[config.mk]
export PLATFORM = sky130hd
export DESIGN_NAME = modmul_2pass
export DESIGN_NICKNAME = d
export VERILOG_FILES = /design/src/rtl/mm_pkg.sv /design/src/rtl/mm_step.sv /design/src/rtl/mm_ctrl.sv /design/src/rtl/mm_datapath.sv /design/src/rtl/modmul_2pass.sv
export SDC_FILE = /design/constraint.sdc
export NUM_CORES = 1
export LEC_CHECK = 0
export ABC_AREA = 1
export BUFFER_PORTS_ARGS = -buffer_cell sky130_fd_sc_hd__clkbuf_2
export CAP_MARGIN = 10
export CORE_ASPECT_RATIO = 1.75
export CORE_MARGIN = 5
export CORE_UTILIZATION = 54
export CTS_BUF_LIST = sky130_fd_sc_hd__clkbuf_8 sky130_fd_sc_hd__clkbuf_16
export DETAILED_ROUTE_END_ITERATION = 8
export PLACE_DENSITY = 0.77
export REMOVE_ABC_BUFFERS = 1
export SLEW_MARGIN = 0
export SYNTH_ARGS = -nofsm -noshare
export SYNTH_HDL_FRONTEND = slang
export SYNTH_SLANG_ARGS = --single-unit
[constraint.sdc]
create_clock -name clk_i -period 3 [get_ports clk_i]
set_input_delay 0.45 -clock clk_i [delete_from_list [all_inputs] [get_ports clk_i]]
set_output_delay 0.45 -clock clk_i [all_outputs]
set_load 0.02 [all_outputs]
[src/rtl/mm_pkg.sv]
package mm_pkg;
    typedef enum logic [1:0] {
        ST_IDLE = 2'd0,
        ST_ITER = 2'd1,
        ST_FIX  = 2'd2,
        ST_DONE = 2'd3
    } mm_state_e;
endpackage

[src/rtl/mm_step.sv]
// One radix-2 Montgomery reduction step: conditional add of y, add of m when
// the sum is odd, then halve. Accumulator stays below 2m.
module mm_step #(
    parameter int W = 12
) (
    input  logic [W+1:0] acc_i,
    input  logic         xbit_i,
    input  logic [W-1:0] y_i,
    input  logic [W-1:0] m_i,
    output logic [W+1:0] acc_o
);
    logic [W+1:0] sum_y;
    logic [W+1:0] sum_m;

    always_comb begin
        sum_y = acc_i + (xbit_i ? {2'b00, y_i} : '0);
        sum_m = sum_y + (sum_y[0] ? {2'b00, m_i} : '0);
        acc_o = sum_m >> 1;
    end
endmodule

[src/rtl/mm_ctrl.sv]
module mm_ctrl
    import mm_pkg::*;
#(
    parameter int W = 12
) (
    input  logic clk_i,
    input  logic rst_ni,
    input  logic start_i,
    output logic load_o,
    output logic iter_o,
    output logic fix_o,
    output logic pass_o,
    output logic done_o
);
    localparam int CW = (W > 2) ? $clog2(W) : 1;

    mm_state_e     state_q, state_d;
    logic [CW-1:0] bit_cnt_q;
    logic          pass_q;
    logic          last_bit;

    assign last_bit = (bit_cnt_q == CW'(W - 1));

    always_comb begin
        state_d = state_q;
        unique case (state_q)
            ST_IDLE: if (start_i)  state_d = ST_ITER;
            ST_ITER: if (last_bit) state_d = ST_FIX;
            ST_FIX:  state_d = pass_q ? ST_DONE : ST_ITER;
            ST_DONE: state_d = ST_IDLE;
            default: state_d = ST_IDLE;
        endcase
    end

    always_ff @(posedge clk_i or negedge rst_ni) begin
        if (!rst_ni) state_q <= ST_IDLE;
        else         state_q <= state_d;
    end

    // Bit counter and pass toggle
    always_ff @(posedge clk_i or negedge rst_ni) begin
        if (!rst_ni) begin
            bit_cnt_q <= '0;
            pass_q    <= 1'b0;
        end else begin
            if (load_o || fix_o)  bit_cnt_q <= '0;
            else if (iter_o)      bit_cnt_q <= bit_cnt_q + 1'b1;
            if (fix_o)            pass_q <= ~pass_q;
        end
    end

    always_comb begin
        load_o = (state_q == ST_IDLE) && start_i;
        iter_o = (state_q == ST_ITER);
        fix_o  = (state_q == ST_FIX);
        done_o = (state_q == ST_DONE);
        pass_o = pass_q;
    end
endmodule

[src/rtl/mm_datapath.sv]
module mm_datapath #(
    parameter int W = 12
) (
    input  logic         clk_i,
    input  logic         rst_ni,
    input  logic         load_i,
    input  logic         iter_i,
    input  logic         fix_i,
    input  logic         pass_i,
    input  logic [W-1:0] a_i,
    input  logic [W-1:0] b_i,
    input  logic [W-1:0] m_i,
    input  logic [W-1:0] corr_i,
    output logic [W-1:0] result_o
);
    logic [W+1:0] acc_q;
    logic [W+1:0] acc_step;
    logic [W-1:0] x_q, y_q, m_q, corr_q;
    logic [W-1:0] reduced;

    mm_step #(.W(W)) u_step (
        .acc_i  (acc_step_in()),
        .xbit_i (x_q[0]),
        .y_i    (y_q),
        .m_i    (m_q),
        .acc_o  (acc_step)
    );

    function automatic logic [W+1:0] acc_step_in();
        return acc_q;
    endfunction

    always_comb begin
        if (acc_q >= {2'b00, m_q}) reduced = W'(acc_q - {2'b00, m_q});
        else                       reduced = W'(acc_q);
    end

    always_ff @(posedge clk_i or negedge rst_ni) begin
        if (!rst_ni) begin
            acc_q    <= '0;
            x_q      <= '0;
            y_q      <= '0;
            m_q      <= '0;
            corr_q   <= '0;
            result_o <= '0;
        end else if (load_i) begin
            acc_q  <= '0;
            x_q    <= a_i;
            y_q    <= b_i;
            m_q    <= m_i;
            corr_q <= corr_i;
        end else if (iter_i) begin
            acc_q <= acc_step;
            x_q   <= x_q >> 1;
        end else if (fix_i) begin
            if (!pass_i) begin
                // swap sources: reduced intermediate against correction
                acc_q <= '0;
                x_q   <= reduced;
                y_q   <= corr_q;
            end else begin
                result_o <= reduced;
            end
        end
    end
endmodule

[src/rtl/modmul_2pass.sv]
module modmul_2pass #(
    parameter int W = 12
) (
    input  logic         clk_i,
    input  logic         rst_ni,
    input  logic         start_i,
    input  logic [W-1:0] op_a_i,
    input  logic [W-1:0] op_b_i,
    input  logic [W-1:0] mod_i,
    input  logic [W-1:0] corr_i,
    output logic         done_o,
    output logic [W-1:0] result_o
);
    logic load, iter, fix, pass;

    mm_ctrl #(.W(W)) u_ctrl (
        .clk_i   (clk_i),
        .rst_ni  (rst_ni),
        .start_i (start_i),
        .load_o  (load),
        .iter_o  (iter),
        .fix_o   (fix),
        .pass_o  (pass),
        .done_o  (done_o)
    );

    mm_datapath #(.W(W)) u_dp (
        .clk_i    (clk_i),
        .rst_ni   (rst_ni),
        .load_i   (load),
        .iter_i   (iter),
        .fix_i    (fix),
        .pass_i   (pass),
        .a_i      (op_a_i),
        .b_i      (op_b_i),
        .m_i      (mod_i),
        .corr_i   (corr_i),
        .result_o (result_o)
    );
endmodule

== After elaboration in Yosys (flattened, before gate mapping) ==
Cells that the tools add are included.
Storage, ports and cells
  memory bits (read-only): 0
  output and inout bits: 13
  word-level logic and storage cells: 57
  memory bits (writable): 0
  memories kept: 0
  input port bits: 51
  flip-flop bits (word level): 81
  latch bits: 0
Operators by class
  multiply operators: 0
  $add $sub $neg: 4
  magnitude comparators: 1
  eq/ne operators: 9
  shift operators: 0
  multiplexer cells: 21
  divide/modulo/power cells: 0
  reductions and logical operators: 10
  bitwise gates (word level): 3
Operator list (number)
  two-way mux 12 bit: 11
  two-way mux 14 bit: 4
  adder 14 x 12 -> 14 bit: 2
  greater-or-equal comparator 14 x 12 -> 1 bit: 1
  subtractor 12 bit: 1
  two-way mux 4 bit: 2
  case mux 2 bit (4 select lines): 1
  two-way mux 2 bit: 3
  inequality test 2 x 1 -> 1 bit, second input constant: 3
  adder 4 x 1 -> 4 bit, second input constant: 1
  == test 2 bit, second input constant: 2
  == test 4 bit, second input constant: 1
  AND reduction 2 bit: 2
  AND reduction 4 bit: 1
  nonzero test 2 bit: 2
  inequality test 3 x 2 -> 1 bit, second input constant: 1
  inverter 1 bit: 3
  AND reduction 3 bit: 1
  nonzero test 3 bit: 1
  == test 2 x 1 -> 1 bit, second input constant: 1
  zero test 2 bit: 1
  inequality test 2 bit, second input constant: 1
  logical AND 1 bit: 1
  logical OR 1 bit: 1

== Logic depth before layout (Yosys ltp) ==
Gate-level depths: netlist (run 1).
  word-level depth: 6
  mapped depth: 22
  depth with buffers taken out: 21

== Cells and area by module ==
A second synthesis (run 1) with hierarchy kept.
Unflattened totals
  cells, all modules: 794
  area, all modules: 5868.1 µm²
Modules (own cells, without submodules)
  mm_datapath: cells each 486, area each 4040.1 µm², sequential area each 1851.8 µm², times used 1
  mm_step: cells each 267, area each 1471.4 µm², sequential area each 0.0 µm², times used 1
  mm_ctrl: cells each 41, area each 356.6 µm², sequential area each 175.2 µm², times used 1

== Least setup slack after synthesis (run 1) ==
No wires, ideal clock.
  kind: reg-to-reg
  from: register u_dp.x_q[0]
  to: register u_dp.acc_q[11]
  data required time: 2.872 ns
  buffers on the path: 1
  arrival: 3.088 ns
  setup slack: -0.215 ns
  stages on the path, launching flop included: 21
  period minus slack after synthesis: 3.215 ns
  setup time: 0.128 ns
  cell sequence: dfrtp_1 -> clkbuf_1 -> nand2_1 -> inv_1 -> ha_1 -> inv_1 -> fa_1 -> inv_1 -> nand3_1 -> nand2_1 -> a21oi_1 -> o21ai_0 -> a31oi_1 -> xnor2_1 -> ha_1 -> inv_1 -> nor3_1 -> nand3_1 -> nand3_1 -> xnor2_1 -> o21ai_0
On the way
  cells in the longest elaborated chain, start to end: 6
RTL lines
  from (decl): RTL line mm_datapath.sv:18  | logic [W-1:0] x_q, y_q, m_q, corr_q;
  from (signal assigned): RTL line mm_datapath.sv:48  | x_q <= a_i;
  from (signal assigned): RTL line mm_datapath.sv:54  | x_q <= x_q >> 1;
  from (signal assigned): RTL line mm_datapath.sv:59  | x_q <= reduced;
  two-way mux 12 bit *: RTL line mm_step.sv:16  | sum_y = acc_i + (xbit_i ? {2'b00, y_i} : '0);
  adder 14 x 12 -> 14 bit *: RTL line mm_step.sv:16
  two-way mux 12 bit: RTL line mm_step.sv:17  | sum_m = sum_y + (sum_y[0] ? {2'b00, m_i} : '0);
  adder 14 x 12 -> 14 bit *: RTL line mm_step.sv:17
  two-way mux 14 bit *: RTL line mm_datapath.sv:52  | end else if (iter_i) begin
  two-way mux 14 bit *: RTL line mm_datapath.sv:46  | end else if (load_i) begin
  to (signal assigned): RTL line mm_datapath.sv:53  | acc_q <= acc_step;
  to (decl): RTL line mm_datapath.sv:16  | logic [W+1:0] acc_q;
Every way passes the cells marked *; elsewhere a longest branch is shown, timed or not.
A chain may end at the register's enable or synchronous reset.

== Worst setup path after layout (run 1) ==
  from: register u_dp.x_q[0]
  to: register u_dp.acc_q[12]
The elaborated chain is that of the path after synthesis.

==> summary.log, run 1 <==
[power] proportion of total power due to net switching 49.6%
[synthesis] share of flip-flops with an asynchronous set or reset 100%
[final_layout] count of filler cells inserted in the layout 923
[power] switching pwr 0.00459 W
[route] Total Routed Length 16500 um
[final_layout] layout net count 954
[worst_setup_path] setup slack, reg-to-reg -0.08 ns
[power] share of power burned in the clock network 11.9%
[sta] RSZ-0062 raised after global routing true
[place] Buffers on Ports 63
[power] Pwr per Cell Area 1320 nW/um^2
[cts] number of buffers created by CTS 9
[sta] final setup violation count 5
[power] part of the total power dissipated in combinational logic 68.0%
[synthesis] warnings from Yosys 0
[place] Detail Placement HPWL 13000 um
[place] Routability Congestion 0.943
[sta] transition at the pin with the smallest max-transition slack 1.00 ns
[global_route] grt met3 use 3.65%
[global_route] first-pass GRT wire length 26000 um
[sta] clock skew 0.0109 ns
[worst_setup_path] Required @ worst endpoint 3.24 ns
[route] Via-to-Cell Ratio 5.48
[floorplan] total I/O pin count 64
[worst_setup_path] worst flop-to-flop path startpoint u_dp.x_q[0]
[synthesis] Post-synth EDFFs 0
[synthesis] sequential element share of the synthesized area 34.6%
[route] routed vias 5432
[final_layout] most common library cell in the layout ignoring fill and taps nand2_1
[floorplan] area of the die 13000 um^2
[status] status finished, violations left
[sta] Highest Clock Rate 324 MHz
[cts] quantity of hold-fixing buffers added after cts 0
[cts] clock edge transition at the registers on the reported setup and hold paths 0.06 ns
[route] remaining design rule violation count 0
[synthesis] number of synthesized register bits 80
[power] part of the power in registers 20.0%
[sta] slack of the critical path -0.0841 ns
[worst_setup_path] Crit Path Category flop to flop
[sta] Hold Fails Final Rpt 0
[floorplan] initial standard-cell utilization of the core 54.4%
[synthesis] count of distinct cell types in the synthesized netlist 46
[final_layout] share of the core filled with cells in the final layout 65.8%
[sta] fraction of the cycle the final worst path needs 103%
[synthesis] mapped cell area 5790 um^2
[sta] final critical path time including I/O delays and setup 3.08 ns
[final_layout] Inserted Diodes 0
[route] number of search-and-repair iterations in the first detailed-routing pass 4
[worst_setup_path] Worst setup startpoint u_dp.x_q[0]
[power] cell internal power dissipation 0.00467 W
[cts] clock root buffer clkbuf_16
[job] Max Cap Viol 0
[power] leakage power total 3.66 nW
[route] Routed Antenna Nets 0
[cts] clock insertion delay at the later pin of the skew report 0.34 ns
[sta] minimum hold slack 0.278 ns
[cts] CTS H-tree depth 3
[sta] setup TNS after final layout -0.223 ns
[synthesis] syn_area_per_cell 7.62 um^2
[route] routed wirelength normalized by instance count 16.6 um
[place] instance count after placement with tap cells included 969
[global_route] fraction of met1 tracks used by global routing 26.6%
[global_route] met2 Track Usage GR 49.4%
[global_route] maximum number of pins on one net before global-route repair 81
[cts] number of buffers between clock root and the deepest sink 2
[sta] worst slew slack as a fraction of its limit 33.1%
[worst_setup_path] critical path data arrival time 3.32 ns
[worst_setup_path] type of element capturing the critical path flop
[floorplan] overall die height 147 um
[final_layout] Area Overhead vs Synth 21.0%
[cts] TritonCTS sink count 80
[final_layout] proportion of layout cells with a drive suffix above 1 25.5%
[global_route] antenna violations before repair 0
[floorplan] CORE AREA 10600 um^2
[worst_setup_path] termination of the worst setup path u_dp.acc_q[12]
[synthesis] most frequently used flop master after synthesis dfrtp_1
[cts] CTS tree done
[worst_setup_path] crit start category flop
[worst_setup_path] maximum net fanout on the critical path 4
[status] failing checks setup timing
[sta] final count of pins violating max slew 0
[hold_path] min-delay worst type primary input to asynchronous set/reset pin
[synthesis] Synth Instances 760
[floorplan] row count 50
[global_route] most crowded layer after global routing met2
[final_layout] highest-count cells in the layout ignoring fill and taps nand2_1 (210), inv_1 (93), dfrtp_1 (80)
[route] first-iteration detailed-routing DRC count 250
[floorplan] DIE WIDTH 88.3 um
[worst_setup_path] reg-to-reg endpoint u_dp.acc_q[12]
[global_route] global-route usage over all layers 26.0%
[power] peak ir drop on the vdd network 0.000676 V
[global_route] vias in the first global route 5576
[final_layout] Final Non-Filler Cells 992
[worst_setup_path] number of cells traversed by the worst register-to-register path 19
[global_route] remaining global-route overflow 0
## cells in the mapped netlist (2+ instances only)
library cell	n	area, um^2
nand2_2	10	62.6
nand2_1	217	815
a21oi_1	48	240
o21ai_1	2	10.0
a221oi_1	11	96.3
xnor2_1	9	78.8
ha_1	43	538
fa_1	3	60.1
nor2_2	3	18.8
buf_2	7	35.0
inv_1	98	368
o21bai_1	7	52.6
a21oi_2	11	96.3
a41oi_1	12	105
o21ai_0	35	175
nor3_1	7	35.0
nand4_2	9	113
nand3_2	10	100
nand4_1	8	50.1
o21ai_2	2	17.5
buf_1	2	7.51
nor2_1	45	169
clkbuf_1	10	37.5
a21oi_4	2	32.5
xor2_1	9	78.8
o22ai_1	5	31.3
nand2_4	2	22.5
nand3_1	31	155
buf_6	3	33.8
dfrtp_1	80	2000
inv_2	4	15.0
## kinds of logic after synthesis
kind of cell | share of synthesized area [%]
AO/OA/AOI/OAI | 16.0
XOR/XNOR | 2.72
buffers and inverters | 9.06
flip-flops | 34.6
AND/OR/NAND/NOR | 27.3
adder cells (fa/ha/maj) | 10.3
## how the worst min path moves through the flow
| stage | from | to | cells past startpoint | slack [ns] |
|---|---|---|---|---|
| floorplan | rst_ni | u_ctrl.bit_cnt_q[0] | 0 | 0.15 |
| global placement | u_dp.corr_q[6] | u_dp.corr_q[6] | 2 | 0.46 |
| detailed placement | u_dp.corr_q[10] | u_dp.corr_q[10] | 2 | 0.46 |
| CTS | corr_i[9] | u_dp.corr_q[9] | 3 | 0.30 |
| global route | corr_i[9] | u_dp.corr_q[9] | 3 | 0.30 |
| finish | rst_ni | u_dp.result_o[4] | 1 | 0.28 |
## final cells by class
class	instances	area [um^2]	share of cell area (%)
multi-input combinational	554	3480	49.8
sequential	80	2000	28.6
timing repair buffer	110	678	9.68
inverter	102	385	5.50
clock buffer	9	225	3.22
tap	130	163	2.32
clock inverter	7	65.1	0.929
## state kept, by name (all words and copies together) (netlist names)
signal / flops
u_dp.y_q: 12
u_dp.x_q: 12
u_ctrl.state_q: 2
u_ctrl.bit_cnt_q: 4
u_dp.acc_q: 13
u_dp.result_o: 12
u_dp.corr_q: 12
u_ctrl.pass_o: 1
u_dp.m_q: 12
## power groups by stage
stage               Sequential, W  Clock (W)  Combinational (W)
floorplan                 0.00183          0            0.00392
global placement          0.00184          0            0.00561
detailed placement        0.00186          0            0.00574
CTS                       0.00185    0.00112            0.00594
global route              0.00191    0.00117            0.00697
finish                    0.00186    0.00111            0.00630
## through the flow
step           power [W]  area [um^2]  worst slack [ns]
2_1_floorplan    0.00575         5650           -0.0816
3_3_place_gp     0.00745         6430           -0.0485
3_5_place_dp     0.00760         6430            -0.171
4_1_cts          0.00891         6820         -0.000635
5_1_grt           0.0100         7000            -0.213
6_report         0.00926         7000           -0.0841
## routing by layer
layer	wire [um]	share of wire (%)	vias to the layer above
li1	-	-	2708
met1	5970	36	2563
met2	9250	56	117
met3	516	3.1	44
met4	737	4.5	0
met5	0	0	-
## critical path: stages, from the launching register on
cell and delay, ns:
dfrtp_1 0.40, buf_4 0.14, nand2_1 0.06, inv_2 0.05, ha_4 0.31, nand2_4 0.07
buf_4 0.13, o21ai_2 0.19, xnor2_1 0.15, inv_1 0.06, ha_1 0.32, nand2_1 0.08
nor2_1 0.25, nand3_1 0.12, nand4_1 0.26, nand3_2 0.14, nand2_2 0.07, nand2_1 0.05
nand3_1 0.08, nand2_1 0.05
## repair_timing
item	in CTS	in global routing
endpoints found under the hold margin	0	0
pin swaps	12	29
setup endpoints to repair	7	9
setup buffers	3	4
cloned	0	0
resized for setup	20	42
No activity file was read; power rests on OpenSTA's default activity.
==> run 2: changes to the inputs <==
- PLACE_DENSITY: 0.77 -> 0.81
==> run 2 against run 1 <==
Compared with the run above: via count barely moved; combinational power rose by 2%; critical path depth grew 2; die area is the same; sequential power hardly changed; sequential share of layout area decreased by 0.41 points; critical path type unchanged; largest cell class unchanged; the flow still finishes with violations (setup timing).
==> summary.log, run 2 (synthesis results as in run 1) <==
[final_layout] Inserted Diodes 0 [unchanged]
[power] peak ir drop on the vdd network 0.000647 V [-4.2%]
[cts] CTS H-tree depth 3 [unchanged]
[global_route] first-pass GRT wire length 25400 um [-2.6%]
[worst_setup_path] CP peak stage delay 0.46 ns [+0.06 ns]
[worst_setup_path] maximum net fanout on the critical path 7 [+3]
[final_layout] Final Non-Filler Cells 998 [+0.60%]
[sta] setup TNS after final layout -0.322 ns [-0.0998 ns]
[worst_setup_path] CP cell instances nand2_2 > inv_2 > ha_4 > inv_4 > fa_2 > inv_1 > nand3_1 > nand2_2 > a21oi_4 > buf_6 > xor2_1 > ha_1 > inv_2 > o21bai_1 > nand2_1 > nand4_1 > nand3_1 > nand2_1 > nand2_1 > nand3_1 > nand2_1
[sta] final setup violation count 6 [+1]
[floorplan] DIE WIDTH 88.3 um [unchanged]
[sta] worst slew slack as a fraction of its limit 31.1% [-2.0 points]
[cts] quantity of hold-fixing buffers added after cts 0 [unchanged]
[cts] number of buffers between clock root and the deepest sink 2 [unchanged]
[status] status finished, violations left
[worst_setup_path] family with the most delay on the worst path simple AND/OR/NAND/NOR gates
[job] Max Cap Viol 0 [unchanged]
[global_route] antenna violations before repair 0 [unchanged]
[sta] Hold Fails Final Rpt 0 [unchanged]
[global_route] global-route usage over all layers 25.0% [-1.0 points]
[route] Routed Antenna Nets 0 [unchanged]
[floorplan] CORE AREA 10600 um^2 [unchanged]
[worst_setup_path] Required @ worst endpoint 3.25 ns [about the same]
[sta] RSZ-0062 raised after global routing true
[final_layout] flip-flop count of the largest register, all copies and words added 13 [unchanged]
[sta] clock skew 0.00974 ns [-0.00115 ns]
[final_layout] Area Overhead vs Synth 22.8%
[sta] final critical path time including I/O delays and setup 3.08 ns [-0.0000737 ns]
[worst_setup_path] type of element capturing the critical path flop
[route] Via-to-Cell Ratio 5.44 [-0.64%]
[cts] clock insertion delay at the later pin of the skew report 0.35 ns [about the same]
[final_layout] count of filler cells inserted in the layout 930 [+0.76%]
[worst_setup_path] number of buffer and inverter instances along the worst setup path 5 [+1]
[worst_setup_path] most used cell along the critical path nand2_1
[worst_setup_path] Worst setup startpoint u_dp.x_q[0]
[global_route] vias in the first global route 5654 [+1.4%]
[place] Buffers on Ports 63 [unchanged]
[worst_setup_path] Crit Path Category flop to flop
[route] routed vias 5430 [-0.037%]
[global_route] maximum number of pins on one net before global-route repair 81 [unchanged]
[floorplan] initial standard-cell utilization of the core 54.4% [unchanged]
[sta] minimum hold slack 0.226 ns [-0.0512 ns]
[global_route] remaining global-route overflow 0 [unchanged]
[worst_setup_path] worst flop-to-flop path startpoint u_dp.x_q[0]
[cts] CTS tree done
[sta] fraction of the cycle the final worst path needs 103% [about the same]
[worst_setup_path] critical path data arrival time 3.33 ns [about the same]
[power] Pwr per Cell Area 1330 nW/um^2 [+0.77%]
[floorplan] area of the die 13000 um^2 [unchanged]
[sta] transition at the pin with the smallest max-transition slack 1.03 ns [+0.0299 ns]
[hold_path] min-delay worst type primary input to asynchronous set/reset pin
[sta] final count of pins violating max slew 0 [unchanged]
[cts] number of buffers created by CTS 9 [unchanged]
[route] first-iteration detailed-routing DRC count 330 [+32%]
[power] total power draw 0.00947 W [+2.3%]
[cts] TritonCTS sink count 80 [unchanged]
[route] number of search-and-repair iterations in the first detailed-routing pass 5 [+1]
[route] Total Routed Length 15600 um [-5.2%]
[power] leakage power total 3.72 nW [+1.6%]
[final_layout] highest-count cells in the layout ignoring fill and taps nand2_1 (207), inv_1 (92), dfrtp_1 (79)
[route] routed wirelength normalized by instance count 15.6 um [-5.8%]
[final_layout] layout net count 961 [+0.73%]
[cts] clock root buffer clkbuf_16
[final_layout] most common library cell in the layout ignoring fill and taps nand2_1
[status] failing checks setup timing
[place] Routability Congestion 0.940 [-0.30%]
[floorplan] total I/O pin count 64 [unchanged]
[floorplan] overall die height 147 um [unchanged]
[sta] Highest Clock Rate 324 MHz [about the same]
[sta] slack of the critical path -0.0840 ns [+0.0000737 ns]
[final_layout] share of the core filled with cells in the final layout 66.8% [+1.0 points]
[final_layout] proportion of layout cells with a drive suffix above 1 27.0% [+1.4 points]
[floorplan] row count 50 [unchanged]
[place] instance count after placement with tap cells included 974 [+0.52%]
[place] Detail Placement HPWL 11700 um [-9.5%]
[cts] clock edge transition at the registers on the reported setup and hold paths 0.07 ns [about the same]
[final_layout] Largest Register u_dp.acc_q
[worst_setup_path] cell at the slowest stage of the critical path dfrtp_2
[route] remaining design rule violation count 0 [unchanged]
[worst_setup_path] crit start category flop
## run 2: cell type report
type,instances,area (um^2),share of cell area [%]
multi-input cells,554,3500,49.3
flip-flops and latches,80,2000,28.2
repair buffers,117,738,10.4
inverters,102,385,5.42
clock buffers,9,225,3.17
well taps,130,163,2.29
clock inverters,6,92.6,1.30
## run 2: where the power goes
part,leakage (nW),internal (W),switching [W]
sequential,1.00,0.00155,0.000316
combinational,2.57,0.00257,0.00382
clock,0.149,0.000730,0.000475
## run 2: metal layers
| metal | global-route usage, % | vias to the layer above | wire length [um] |
|---|---|---|---|
| met4 | 14.6 | 0 | 823 |
| met2 | 45.7 | 157 | 8520 |
| met1 | 26.2 | 2499 | 5560 |
| met3 | 3.31 | 48 | 704 |
| met5 | 0 | - | 0 |
| li1 | - | 2726 | - |
## run 2: final timing paths
check	to	slack, ns	depth (start not counted)
min	u_dp.m_q[4]	0.23	1
max	u_dp.acc_q[12]	-0.08	21
max in group asynchronous	u_dp.acc_q[3]	2.05	1
max reg2reg	u_dp.acc_q[12]	-0.08	21
min in group clk_i	u_dp.corr_q[5]	0.29	3
min reg2reg	u_dp.corr_q[10]	0.47	2
## run 2: worst reg2reg max path, delay by kind of cell, from the launching register on
kind / cells / cell delay [ns]
simple gates: 10 / 0.95
fa+ha+maj: 3 / 0.85
flops: 1 / 0.46
buf+inv: 5 / 0.32
compound gates: 2 / 0.26
xor+xnor: 1 / 0.14
## run 2: stage by stage
stage               cell area, um^2  setup WS (ns)
floorplan                      5650        -0.0816
global placement               6460        -0.0359
detailed placement             6460        -0.0988
CTS                            6820        0.00101
global route                   7110         -0.313
finish                         7110        -0.0840
## run 2: what timing repair did
item,4_1_cts,5_1_grt
pin swaps,6,35
endpoints found under the setup margin,6,9
resized for setup,13,57
setup buffers,1,9
